--- config.mk ---
export PLATFORM = sky130hd
export DESIGN_NAME = ret_stack_ctrl
export DESIGN_NICKNAME = d
export VERILOG_FILES = /design/src/rtl/stk_pkg.sv /design/src/rtl/stk_ptr.sv /design/src/rtl/stk_frame.sv /design/src/rtl/stk_ctrl.sv /design/src/rtl/ret_stack_ctrl.sv
export SDC_FILE = /design/constraint.sdc
export NUM_CORES = 1
export LEC_CHECK = 0
export BUFFER_PORTS_ARGS = -buffer_cell sky130_fd_sc_hd__clkbuf_2
export CAP_MARGIN = 10
export CORE_ASPECT_RATIO = 0.5
export CORE_UTILIZATION = 49
export CTS_CLUSTER_SIZE = 28
export DETAILED_ROUTE_END_ITERATION = 7
export MAX_ROUTING_LAYER = met4
export PLACE_DENSITY = 0.89
export SYNTH_ARGS = -nofsm -noshare
export SYNTH_HDL_FRONTEND = slang
export SYNTH_SLANG_ARGS = --single-unit
--- constraint.sdc ---
create_clock -name clk_i -period 2.03 [get_ports clk_i]
set_input_delay 0.203 -clock clk_i [delete_from_list [all_inputs] [get_ports clk_i]]
set_output_delay 0.203 -clock clk_i [all_outputs]
set_load 0.005 [all_outputs]
--- src/rtl/stk_pkg.sv ---
package stk_pkg;
  typedef enum logic [1:0] {OP_IRQ, OP_CALL, OP_RET, OP_RETI} stk_op_e;
  typedef enum logic [1:0] {ST_IDLE, ST_ACC1, ST_ACC2, ST_FIN} stk_st_e;
endpackage

--- src/rtl/stk_ptr.sv ---
module stk_ptr #(
  parameter int SP_W = 8
) (
  input  logic            clk_i,
  input  logic            rst_ni,
  input  logic            inc_i,
  input  logic            dec_i,
  input  logic            load_i,
  input  logic [SP_W-1:0] load_val_i,
  output logic [SP_W-1:0] sp_o,
  output logic [SP_W-1:0] sp_dec_o
);
  logic [SP_W-1:0] sp_q;

  always_ff @(posedge clk_i or negedge rst_ni) begin
    if (!rst_ni)     sp_q <= '0;
    else if (inc_i)  sp_q <= sp_q + SP_W'(1);
    else if (dec_i)  sp_q <= sp_q - SP_W'(1);
    else if (load_i) sp_q <= load_val_i;
  end

  assign sp_o     = sp_q;
  assign sp_dec_o = sp_q - SP_W'(1);

  AST_PTR_ONE_OP: assert property (@(posedge clk_i) disable iff (!rst_ni)
    $countones({inc_i, dec_i, load_i}) <= 1);
  AST_PTR_INC_WRAP: assert property (@(posedge clk_i) disable iff (!rst_ni)
    inc_i |=> sp_q == SP_W'($past(sp_q) + SP_W'(1)));
  AST_PTR_DEC_WRAP: assert property (@(posedge clk_i) disable iff (!rst_ni)
    dec_i |=> sp_q == SP_W'($past(sp_q) - SP_W'(1)));
endmodule

--- src/rtl/stk_frame.sv ---
module stk_frame #(
  parameter int PC_W = 13,
  parameter int D_W  = 8
) (
  input  logic [PC_W-1:0] pc_i,
  input  logic            carry_i,
  input  logic            zero_i,
  input  logic [D_W-1:0]  hi_i,
  input  logic [D_W-1:0]  lo_i,
  output logic [D_W-1:0]  save_lo_o,
  output logic [D_W-1:0]  save_hi_o,
  output logic [PC_W-1:0] pc_o,
  output logic            carry_o,
  output logic            zero_o,
  output logic            pad_ok_o
);
  localparam int HI_W = PC_W - D_W;
  localparam int PAD  = D_W - 2 - HI_W;

  assign save_lo_o = pc_i[D_W-1:0];
  assign pc_o      = {hi_i[HI_W-1:0], lo_i};
  assign carry_o   = hi_i[D_W-1];
  assign zero_o    = hi_i[D_W-2];

  generate
    if (PAD > 0) begin : g_pad
      assign save_hi_o = {carry_i, zero_i, {PAD{1'b0}}, pc_i[PC_W-1:D_W]};
      assign pad_ok_o  = (hi_i[D_W-3:HI_W] == '0);
    end else begin : g_nopad
      assign save_hi_o = {carry_i, zero_i, pc_i[PC_W-1:D_W]};
      assign pad_ok_o  = 1'b1;
    end
  endgenerate
endmodule

--- src/rtl/stk_ctrl.sv ---
module stk_ctrl
  import stk_pkg::*;
(
  input  logic    clk_i,
  input  logic    rst_ni,
  input  logic    irq_i,
  input  logic    call_i,
  input  logic    ret_i,
  input  logic    reti_i,
  input  logic    sp_wr_i,
  output stk_st_e state_o,
  output stk_op_e op_o,
  output logic    accept_o,
  output logic    save_o,
  output logic    sp_inc_o,
  output logic    sp_dec_o,
  output logic    sp_load_o,
  output logic    ram_we_o,
  output logic    ram_re_o,
  output logic    hi_cap_o,
  output logic    done_o,
  output logic    pc_load_o,
  output logic    flags_load_o,
  output logic    ie_o
);
  stk_st_e state_q;
  stk_op_e op_q, op_nxt;
  logic    any_ev, is_save, in_acc, ie_q;

  assign any_ev = irq_i | call_i | ret_i | reti_i;
  assign accept_o = (state_q == ST_IDLE) && any_ev;

  always_comb begin
    if (irq_i)       op_nxt = OP_IRQ;
    else if (call_i) op_nxt = OP_CALL;
    else if (ret_i)  op_nxt = OP_RET;
    else             op_nxt = OP_RETI;
  end

  always_ff @(posedge clk_i or negedge rst_ni) begin
    if (!rst_ni) begin
      state_q <= ST_IDLE;
      op_q    <= OP_IRQ;
    end else begin
      case (state_q)
        ST_IDLE: if (any_ev) begin
          state_q <= ST_ACC1;
          op_q    <= op_nxt;
        end
        ST_ACC1: state_q <= ST_ACC2;
        ST_ACC2: state_q <= ST_FIN;
        default: state_q <= ST_IDLE;
      endcase
    end
  end

  always_ff @(posedge clk_i or negedge rst_ni) begin
    if (!rst_ni)                                ie_q <= 1'b0;
    else if (accept_o && op_nxt == OP_IRQ)      ie_q <= 1'b0;
    else if (state_q == ST_FIN && op_q == OP_RETI) ie_q <= 1'b1;
  end

  assign is_save      = (op_q == OP_IRQ) || (op_q == OP_CALL);
  assign in_acc       = (state_q == ST_ACC1) || (state_q == ST_ACC2);
  assign save_o       = is_save;
  assign ram_we_o     = in_acc && is_save;
  assign ram_re_o     = in_acc && !is_save;
  assign sp_inc_o     = ram_we_o;
  assign sp_dec_o     = ram_re_o;
  assign sp_load_o    = (state_q == ST_IDLE) && !any_ev && sp_wr_i;
  assign hi_cap_o     = (state_q == ST_ACC2) && !is_save;
  assign done_o       = (state_q == ST_FIN);
  assign pc_load_o    = done_o && !is_save;
  assign flags_load_o = done_o && (op_q == OP_RETI);
  assign state_o      = state_q;
  assign op_o         = op_q;
  assign ie_o         = ie_q;

  AST_IE_CLR_ON_IRQ: assert property (@(posedge clk_i) disable iff (!rst_ni)
    (state_q == ST_IDLE && irq_i) |=> !ie_q);
  AST_CALL_KEEPS_IE: assert property (@(posedge clk_i) disable iff (!rst_ni)
    (state_q == ST_IDLE && call_i && !irq_i) |=> ie_q == $past(ie_q));
  AST_IE_AFTER_RETI: assert property (@(posedge clk_i) disable iff (!rst_ni)
    flags_load_o |=> ie_q);
  AST_BUSY_HOLDS_OP: assert property (@(posedge clk_i) disable iff (!rst_ni)
    (state_q != ST_IDLE) |=> $stable(op_q) || $past(state_q) == ST_FIN);
  AST_DONE_ONE_CYCLE: assert property (@(posedge clk_i) disable iff (!rst_ni)
    done_o |=> !done_o);
  AST_RET_NO_FLAGS: assert property (@(posedge clk_i) disable iff (!rst_ni)
    (pc_load_o && op_q == OP_RET) |-> !flags_load_o);
endmodule

--- src/rtl/ret_stack_ctrl.sv ---
module ret_stack_ctrl
  import stk_pkg::*;
#(
  parameter int PC_W = 13,
  parameter int SP_W = 8,
  parameter int D_W  = 8
) (
  input  logic            clk_i,
  input  logic            rst_ni,
  input  logic            irq_ack_i,
  input  logic            call_i,
  input  logic            ret_i,
  input  logic            reti_i,
  input  logic            sp_wr_i,
  input  logic [SP_W-1:0] sp_wdata_i,
  input  logic [PC_W-1:0] pc_i,
  input  logic            carry_i,
  input  logic            zero_i,
  output logic [PC_W-1:0] pc_o,
  output logic            carry_o,
  output logic            zero_o,
  output logic            pc_load_o,
  output logic            flags_load_o,
  output logic            ie_o,
  output logic [SP_W-1:0] sp_o,
  output logic            busy_o,
  output logic            done_o,
  output logic [SP_W-1:0] ram_addr_o,
  output logic            ram_we_o,
  output logic            ram_re_o,
  output logic [D_W-1:0]  ram_wdata_o,
  input  logic [D_W-1:0]  ram_rdata_i
);
  stk_st_e         state;
  stk_op_e         op;
  logic            accept, save, sp_inc, sp_dec, sp_load, hi_cap, pad_ok;
  logic [SP_W-1:0] sp, sp_m1;
  logic [PC_W-1:0] pc_q;
  logic            carry_q, zero_q;
  logic [D_W-1:0]  hi_q, save_lo, save_hi;

  stk_ctrl u_ctrl (
    .clk_i, .rst_ni,
    .irq_i(irq_ack_i), .call_i, .ret_i, .reti_i, .sp_wr_i,
    .state_o(state), .op_o(op), .accept_o(accept), .save_o(save),
    .sp_inc_o(sp_inc), .sp_dec_o(sp_dec), .sp_load_o(sp_load),
    .ram_we_o, .ram_re_o, .hi_cap_o(hi_cap), .done_o,
    .pc_load_o, .flags_load_o, .ie_o
  );

  stk_ptr #(.SP_W(SP_W)) u_ptr (
    .clk_i, .rst_ni,
    .inc_i(sp_inc), .dec_i(sp_dec), .load_i(sp_load), .load_val_i(sp_wdata_i),
    .sp_o(sp), .sp_dec_o(sp_m1)
  );

  stk_frame #(.PC_W(PC_W), .D_W(D_W)) u_frame (
    .pc_i(pc_q), .carry_i(carry_q), .zero_i(zero_q),
    .hi_i(hi_q), .lo_i(ram_rdata_i),
    .save_lo_o(save_lo), .save_hi_o(save_hi),
    .pc_o, .carry_o, .zero_o, .pad_ok_o(pad_ok)
  );

  // event operands sampled at acceptance
  always_ff @(posedge clk_i or negedge rst_ni) begin
    if (!rst_ni) begin
      pc_q    <= '0;
      carry_q <= 1'b0;
      zero_q  <= 1'b0;
    end else if (accept) begin
      pc_q    <= pc_i;
      carry_q <= carry_i;
      zero_q  <= zero_i;
    end
  end

  // high frame byte returns first on restore
  always_ff @(posedge clk_i or negedge rst_ni) begin
    if (!rst_ni)     hi_q <= '0;
    else if (hi_cap) hi_q <= ram_rdata_i;
  end

  assign ram_addr_o  = ram_re_o ? sp_m1 : sp;
  assign ram_wdata_o = (state == ST_ACC1) ? save_lo : save_hi;
  assign sp_o        = sp;
  assign busy_o      = (state != ST_IDLE);

  AST_RESET_IDLE: assert property (@(posedge clk_i)
    !rst_ni |-> (!busy_o && !ram_we_o && !ram_re_o));
  AST_SECOND_WRITE_NEXT: assert property (@(posedge clk_i) disable iff (!rst_ni)
    (ram_we_o && state == ST_ACC2) |-> ram_addr_o == SP_W'($past(ram_addr_o) + SP_W'(1)));
  AST_SAVE_NET_TWO: assert property (@(posedge clk_i) disable iff (!rst_ni)
    (done_o && save) |-> sp_o == SP_W'($past(sp_o, 3) + SP_W'(2)));
  AST_RESTORE_NET_TWO: assert property (@(posedge clk_i) disable iff (!rst_ni)
    (done_o && !save) |-> sp_o == SP_W'($past(sp_o, 3) - SP_W'(2)));
  AST_SECOND_READ_BELOW: assert property (@(posedge clk_i) disable iff (!rst_ni)
    (ram_re_o && state == ST_ACC2) |-> ram_addr_o == SP_W'($past(ram_addr_o) - SP_W'(1)));
  AST_FRAME_PAD_ZERO: assert property (@(posedge clk_i) disable iff (!rst_ni)
    pc_load_o |-> pad_ok);
  AST_NO_ACCESS_IDLE: assert property (@(posedge clk_i) disable iff (!rst_ni)
    !busy_o |-> (!ram_we_o && !ram_re_o && !done_o));
  AST_BUSY_NO_LOAD: assert property (@(posedge clk_i) disable iff (!rst_ni)
    (busy_o && !ram_we_o && !ram_re_o) |=> $stable(sp_o));
endmodule

## Word level (Yosys, flattened, before mapping)

Cells that the tools add are included.

- Bits in registers: 36
- Word-level logic and storage cells: 51
- Output and inout port bits: 46
- Input port bits: 38

- Mux-type cells: 12
- Add/sub/neg operators: 2
- Bitwise operators: 3
- Reductions and logical operators: 20
- Eq/ne operators: 6

Operator list:

| operator | number |
|---|---|
| 2-to-1 mux 8 bit | 5 |
| logical AND 1 bit | 9 |
| adder 8 x 1 -> 8 bit (second input constant) | 1 |
| subtractor 8 x 1 -> 8 bit (second input constant) | 1 |
| == test 2 bit (second input constant) | 3 |
| zero test 2 bit | 3 |
| 2-to-1 mux 2 bit | 3 |
| one-hot mux 2 bit (3 select lines) | 1 |
| == test 2 x 1 -> 1 bit (second input constant) | 2 |
| nonzero test 2 bit | 2 |
| 2-to-1 mux 1 bit | 3 |
| OR 1 bit | 3 |
| nonzero test 3 bit | 1 |
| zero test 1 bit | 2 |
| logical OR 1 bit | 2 |
| inequality test 2 x 1 -> 1 bit (second input constant) | 1 |
| AND reduction 2 bit | 1 |

## Logic depth before layout (Yosys ltp)

Gate-level depths: netlist of run 1.

- Word-level depth: 9
- Mapped depth: 7
- Mapped depth without buffers: 6

## By module

From an unflattened synthesis of run 1, not the netlist that was laid out.

- Cell total of the unflattened synthesis: 224
- Area, all modules: 2498.6 um^2

Modules (own cells, without submodules):

| module | times used | area an instance (um^2) | cells each | seq. area each (um^2) |
|---|---|---|---|---|
| ret_stack_ctrl | 1 | 1154.9 | 69 | 575.6 |
| stk_ptr | 1 | 749.5 | 90 | 200.2 |
| stk_ctrl | 1 | 354.1 | 32 | 125.1 |
| stk_frame | 1 | 240.2 | 33 | 0.0 |

## Worst setup path after synthesis of run 1

Ideal clock, no wire load.

- Kind: register -> output
- Start point: register u_ptr.sp_q[0] (netlist: u_ptr.sp_o[0])
- End point: output port ram_addr_o[7]
- Slack: 237 ps
- Stages on the path, launching flop included: 6
- Required time: 1827 ps
- Path buffers: 1
- Arrival time: 1590 ps
- Cells stage by stage: dfrtp_1 > buf_6 > or4_4 > nor3_2 > nor3b_2 > xor2_1

- Longest elaborated chain between the ends: 2

Ends and longest elaborated chain:

| what | line | text |
|---|---|---|
| start, declared | stk_ptr.sv:13 | `logic [SP_W-1:0] sp_q;` |
| start signal, assigned | stk_ptr.sv:17 | `else if (inc_i) sp_q <= sp_q + SP_W'(1);` |
| start signal, assigned | stk_ptr.sv:18 | `else if (dec_i) sp_q <= sp_q - SP_W'(1);` |
| start signal, assigned | stk_ptr.sv:19 | `else if (load_i) sp_q <= load_val_i;` |
| subtractor 8 x 1 -> 8 bit | stk_ptr.sv:23 | `assign sp_dec_o = sp_q - SP_W'(1);` |
| 2-to-1 mux 8 bit | ret_stack_ctrl.sv:83 | `assign ram_addr_o = ram_re_o ? sp_m1 : sp;` |
| end, declared | ret_stack_ctrl.sv:28 | `output logic [SP_W-1:0] ram_addr_o,` |

Every way passes these cells.

## Worst setup path after layout of run 1

- Start point: register u_ptr.sp_q[3] (netlist: u_ptr.sp_o[3])
- End point: output port ram_addr_o[7]

Same word-level chain as after synthesis.

==> flow_summary_export.csv, run 1 <==
group,metric,value,unit
run_status,outcome,"finished with violations",
run_status,failed_checks,"setup timing",
cells_and_area,nNetsFinal,326,
cells_and_area,mostFrequentLayoutCells,"clkbuf_2 (79), dfrtp_1 (34), mux2_2 (29)",
worst_setup_path,slowest_delay,560,ps
power_and_ir_drop,cellPowerDensity,1680,mW/mm^2
worst_setup_path,crit_buf_inv,1,
power_and_ir_drop,ir_drop,0.739,mV
clock_tree,hold_buffers,0,
worst_setup_path,endpoint_kind,"primary output",
sta,fmax,0.489,GHz
worst_setup_path,critPathTopFamily,"simple AND/OR/NAND/NOR gates",
synthesis,ys_warn_count,0,
sta,period_minus_slack,2040,ps
worst_setup_path,path_cells,"or4_4 -> nor3_4 -> nor3b_2 -> xor2_1 -> buf_2",
global_routing,grt_first_pass_wirelength,8.18,mm
route,routedWlPerCell,15.0,um
clock_tree,clkTransAtPathRegs,80,ps
route,vias,1830,
sta,finalWorstSetupSlack,-13.0,ps
die,die_y,49.0,um
synthesis,postSynthAreaPerCell,10.9,sq um
global_routing,grt_pass1_vias,1735,
route,drc,0,
clock_tree,numCtsBuffers,5,
power_and_ir_drop,swShare,0.401,
synthesis,ys_seq_area_frac,0.404,
sta,setup_viol,1,
route,ant_nets,0,
power_and_ir_drop,p_seq_frac,0.289,
power_and_ir_drop,pwr-share-clk,0.138,
synthesis,ys_seq_elements,35,
cells_and_area,instances_no_fill,336,
synthesis,synthFlopType,"dfrtp_1",
global_routing,met2_usage,0.378,
synthesis,yosys.area.top_type_share,0.404,
sta,rsz0062_at_grt,"yes",
clock_tree,cts.sinks,35,
synthesis,synth_xor_area_frac,0.0324,
cells_and_area,final_common_cell,"clkbuf_2",
global_routing,overflow,0,
place,port_buffers,81,
global_routing,grt_use_met1,0.300,
synthesis,synth_mux_area_frac,0.155,
global_routing,grt_max_degree,36,
worst_setup_path,critPathKind,"reg -> out",
cells_and_area,final_layout_size_suffix_gt1_frac,0.525,
power_and_ir_drop,p_leak,0.00130,uW
worst_setup_path,startpoint_type,"flop",
synthesis,synth_top_family_by_area,"multiplexers",
synthesis,synth_top_area_cell,"dfrtp_1",
sta,skew,4.77,ps
place,pre_cts_ws,135,ps
synthesis,synth_compound_gate_area_share,0.129,
worst_setup_path,crit_slowest_cell,"or4_4",
worst_setup_path,cp.arrival,1840,ps
route,via_per_inst,5.45,
place,gp_congestion,0.869,
synthesis,syn_inst,199,
synthesis,synthSimpleGateAreaFrac,0.137,
worst_setup_path,crit_fanout,2,
clock_tree,cts_tree,"yes",
die,die_x,96.0,um
global_routing,grtUsageMet3,0.0483,
place,post-dp-hpwl,3.65,mm
synthesis,synth_fp_nets,244,
global_routing,busiest_layer,"met2",
flow_run,max-cap-violations,0,
worst_hold_path,min_path_type,"in -> async",
worst_setup_path,cp.required,1830,ps
die,core_region_area,0.00406,sq mm
power_and_ir_drop,p_comb_frac,0.573,
sta,final-max-slew-violation-count,0,
route,drt_first_iter_violations,86,
sta,finalCritPeriodShare,1.01,
power_and_ir_drop,p_int,2750,uW
synthesis,synth_edf_count,0,
clock_tree,clk_path_buf_depth,2,
clock_tree,clockRootBuffer,"clkbuf_8",
synthesis,async_flop_share,1.00,
clock_tree,h-tree-depth,2,
die,ios,84,
route,wirelength,5.05,mm
die,start_util,0.533,
route,firstDrtPassIters,4,
die,die_area,0.00471,sq mm
power_and_ir_drop,power.switching,1840,uW
clock_tree,clk-insertion-delay-late,280,ps
cells_and_area,synthToLayoutAreaGrowth,25.9,%
die,rows,16,
place,dp_cells,321,
sta,worst_pin_slew,855,ps
sta,slew_headroom,0.430,
global_routing,antenna_found_initial,0,
synthesis,ys_types,53,
synthesis,synth_area_leaders,"dfrtp_1 (40%), mux2_2 (15%), ha_1 (4.0%)",
cells_and_area,antenna_cells,0,
global_routing,grtUsageTotal,0.237,
cells_and_area,final_util,0.671,
synthesis,syn-cell-area,0.00217,sq mm
synthesis,synth_fa_ha_area_frac,0.0404,
sta,hold_viol,0,
timing repair:
action | in CTS | in global routing
gates resized for setup | 7 | 6
hold endpoints to repair | 0 | 0
endpoints found under the setup margin | 6 | 6
pin swaps | 2 | 2
cloned | 0 | 0
buffers inserted | 4 | 3
cell usage after synthesis (2+ instances only):
cell type  count
nand2_1       12
inv_1          8
xnor2_1        4
nor3b_1        2
mux2_2        29
a21oi_1       11
nand3_1        5
o31ai_1        2
o21ai_0       11
ha_1           7
o21a_1         2
and2_1         3
clkbuf_8       6
nor2_1         7
dfrtp_1       35
nor3_1         3
xor2_1         4
and3_1         2
clkbuf_1       2
o32ai_1        2
buf_6          3
buf_4          8
registers in the layout, indices dropped and copies added, names as in the netlist:
| signal | cells |
|---|---|
| hi_q | 7 |
| u_ptr.sp_o | 8 |
| u_ctrl.state_o | 2 |
| u_ctrl.ie_o | 1 |
| u_ctrl.op_o | 2 |
| pc_q | 13 |
| carry_q | 1 |
| zero_q | 1 |
cell families (layout without fill, tap and decap cells):
kind of cell    Yosys count  in the layout
simple gates             49             49
compound gates           42             42
flops                    35             35
mux                      30             30
buf+inv                  28            111
xor+xnor                  8              8
fa+ha+maj                 7              7
stage by stage:
step | cell area [sq um] | total power (uW) | TNS, ps | hold slack, ps
2_1_floorplan | 2170 | 3040 | 0 | -92.6
3_3_place_gp | 2500 | 3630 | 0 | 334
3_5_place_dp | 2500 | 3730 | 0 | 359
4_1_cts | 2670 | 4470 | -79.9 | 51.4
5_1_grt | 2730 | 4970 | -211 | 84.5
6_report | 2730 | 4580 | -13.0 | 15.1
routing by layer:
metal / up-vias / routed length [um]
li1: 876 / -
met1: 880 / 2170
met2: 69 / 2560
met3: 5 / 288
met5: - / 0
met4: 0 / 31
power by group through the flow:
stage	logic, uW	clock network [uW]	registers [uW]
2_1_floorplan	1780	0	1270
3_3_place_gp	2330	0	1300
3_5_place_dp	2390	0	1340
4_1_cts	2510	639	1320
5_1_grt	2920	680	1370
6_report	2630	632	1320
worst reg2reg max path, cell delays in order, from the launching register on:
cell and delay (ps):
dfrtp_1 380, or4_4 560, buf_4 170, o32a_1 310, o32ai_1 130, o21ba_1 180
final timing paths:
path,depth (start not counted),to,start,slack [ps]
max in group asynchronous,1,u_ptr.sp_o[0],rst_ni,1440
worst min register to register,2,u_ctrl.op_o[0],u_ctrl.op_o[0],500
min in group clk_i,2,pc_q[10],pc_i[10],150
worst max register to register,5,u_ptr.sp_o[5],u_ptr.sp_o[3],190
worst min-delay path,1,u_ptr.sp_o[0],rst_ni,20
worst max-delay path,5,ram_addr_o[7],u_ptr.sp_o[3],-10
layout make-up:
cell class                      instances  area, sq um
Multi-Input combinational cell        136         1130
Inverter                                8         30.0
Tap cell                               54         67.6
Fill cell                             316         1340
Sequential cell                        35          877
Clock buffer                            5         68.8
Timing Repair Buffer                   95          510
Clock inverter                          3         43.8
No activity file was read; power rests on OpenSTA's default activity.
==> inputs of run 2 (changes only) <==
--- a/config.mk
+++ b/config.mk
@@ -16,3 +16,4 @@
 export SYNTH_ARGS = -nofsm -noshare
 export SYNTH_HDL_FRONTEND = slang
 export SYNTH_SLANG_ARGS = --single-unit
+export TNS_END_PERCENT = 30
==> run 2 against run 1 <==
Compared with the run above:
- the run still ends with setup timing left
- flip-flop and latch count unchanged
- sequential share of layout area up 0.089 points
- setup slack better by 1.2 ps
- utilization down 0.18 points
- routed wire length down 0.89%
- die area unchanged
- via count up 0.98%
- first-iteration DRC count up 17%
- design area down 0.28%
- largest cell class unchanged
==> flow_summary_export.csv, run 2 (same netlist as run 1, synthesis figures left out) <==
group,metric,value,unit
place,place_area,0.00250,sq mm
sta,hold_viol,0,
die,die_y,49.0,um
global_routing,antenna_found_initial,0,
sta,skew,5.15,ps
sta,worst_pin_slew,852,ps
global_routing,overflow,0,
route,wirelength,5.01,mm
worst_setup_path,crit_fanout,2,
clock_tree,clk_path_buf_depth,2,
power_and_ir_drop,power.switching,1830,uW
clock_tree,clockRootBuffer,"clkbuf_8",
cells_and_area,largest_reg_flops,13,
sta,setup_viol,1,
route,drc,0,
route,drt_first_iter_violations,101,
cells_and_area,synthToLayoutAreaGrowth,25.5,%
route,routedWlPerCell,14.9,um
power_and_ir_drop,ir_drop,0.737,mV
die,ios,84,
clock_tree,cts_tree,"yes",
global_routing,grt_max_degree,36,
clock_tree,clkTransAtPathRegs,80,ps
cells_and_area,mostFrequentLayoutCells,"clkbuf_2 (80), dfrtp_1 (34), mux2_2 (29)",
sta,rsz0062_at_grt,"yes",
power_and_ir_drop,p_seq_frac,0.290,
clock_tree,numCtsBuffers,5,
route,vias,1848,
cells_and_area,antenna_cells,0,
worst_setup_path,path_cells,"or4_4 -> nor3_4 -> nor3b_2 -> xor2_1 -> buf_2",
cells_and_area,top_register,"pc_q",
route,firstDrtPassIters,4,
worst_setup_path,critPathTopFamily,"simple AND/OR/NAND/NOR gates",
cells_and_area,final_layout_size_suffix_gt1_frac,0.523,
power_and_ir_drop,p_leak,0.00129,uW
global_routing,grt_pass1_vias,1735,
cells_and_area,instances_no_fill,335,
worst_setup_path,cp.arrival,1840,ps
clock_tree,clk-insertion-delay-late,280,ps
cells_and_area,final_util,0.669,
worst_hold_path,min_path_type,"in -> async",
power_and_ir_drop,p_comb_frac,0.572,
place,gp_congestion,0.869,
worst_setup_path,critPathKind,"reg -> out",
power_and_ir_drop,pwr-share-clk,0.138,
cells_and_area,nNetsFinal,325,
power_and_ir_drop,swShare,0.401,
cells_and_area,stdcell_area,0.00272,sq mm
cells_and_area,nFillCells,316,
cells_and_area,final_common_cell,"clkbuf_2",
worst_setup_path,crit_slowest_cell,"or4_4",
flow_run,max-cap-violations,0,
route,via_per_inst,5.52,
power_and_ir_drop,p_int,2740,uW
place,dp_cells,321,
worst_setup_path,slowest_delay,560,ps
sta,period_minus_slack,2040,ps
sta,final-max-slew-violation-count,0,
sta,slew_headroom,0.432,
run_status,outcome,"finished with violations",
global_routing,grtUsageTotal,0.237,
sta,fmax,0.490,GHz
route,ant_nets,0,
worst_setup_path,startpoint_type,"flop",
sta,finalWorstSetupSlack,-11.8,ps
place,port_buffers,81,
worst_setup_path,endpoint_kind,"primary output",
die,core_region_area,0.00406,sq mm
global_routing,grt_first_pass_wirelength,8.18,mm
die,rows,16,
worst_setup_path,cp.required,1830,ps
clock_tree,cts.sinks,35,
die,die_x,96.0,um
run_status,failed_checks,"setup timing",
die,die_area,0.00471,sq mm
power_and_ir_drop,cellPowerDensity,1680,mW/mm^2
die,start_util,0.533,
place,post-dp-hpwl,3.65,mm
sta,tns,-11.8,ps
sta,finalCritPeriodShare,1.01,
clock_tree,h-tree-depth,2,
worst_setup_path,crit_buf_inv,1,
power_and_ir_drop,p_total,4570,uW
## run 2: cell types whose count changed in the layout (fill, tap and decap cells not counted), sizes merged
cell,previous run,this run
buf,16,14
clkbuf,84,85
## run 2: worst paths after layout
path,start,to,slack (ps),cells past startpoint
worst max-delay path,u_ptr.sp_o[3],ram_addr_o[7],-10,5
worst min-delay path,rst_ni,u_ptr.sp_o[0],10,1
worst max register to register,u_ptr.sp_o[3],u_ptr.sp_o[5],180,5
worst min register to register,u_ctrl.op_o[0],u_ctrl.op_o[0],500,2
max in group asynchronous,rst_ni,u_ptr.sp_o[0],1440,1
min in group clk_i,pc_i[10],pc_q[10],150,2
## run 2: worst register-to-register path: cells and delay by family (launching register included)
family,cells,cell delay (ps)
compound gates,3,620
buf+inv,1,170
flops,1,380
simple gates,1,560
## run 2: cell type report
cell class	instances	area, sq um	area share
flip-flops and latches	35	877	0.323
clock inverters	3	43.8	0.0161
multi-input cells	136	1130	0.415
repair buffers	94	503	0.185
inverters	8	30.0	0.0110
well taps	54	67.6	0.0249
clock buffers	5	68.8	0.0253
## run 2: what timing repair did
action	CTS	global route
hold buffers	0	0
buffers inserted	4	2
pin swaps	2	2
setup endpoints to repair	6	6
gates cloned	0	0
resized for setup	7	5
## run 2: stage by stage
| stage | hold WS (ps) | setup slack [ps] |
|---|---|---|
| after detailed placement | 359 | 135 |
| after floorplan | -92.6 | 237 |
| after global placement | 334 | 199 |
| after global routing | 84.5 | -114 |
| after CTS | 51.4 | -77.4 |
| final | 13.6 | -11.8 |
## run 2: power groups by stage
stage | Sequential [uW] | Combinational [uW] | Clock [uW]
floorplan | 1270 | 1780 | 0
global placement | 1300 | 2330 | 0
detailed placement | 1340 | 2390 | 0
CTS | 1320 | 2510 | 639
global route | 1370 | 2910 | 680
finish | 1320 | 2620 | 631
## run 2: per-layer routing
layer | part of all wire | global-route usage | vias to the layer above
li1 | - | - | 877
met1 | 0.43 | 0.300 | 900
met2 | 0.51 | 0.378 | 66
met3 | 0.055 | 0.0483 | 5
met4 | 0.0062 | 0.0821 | 0
met5 | 0 | - | -
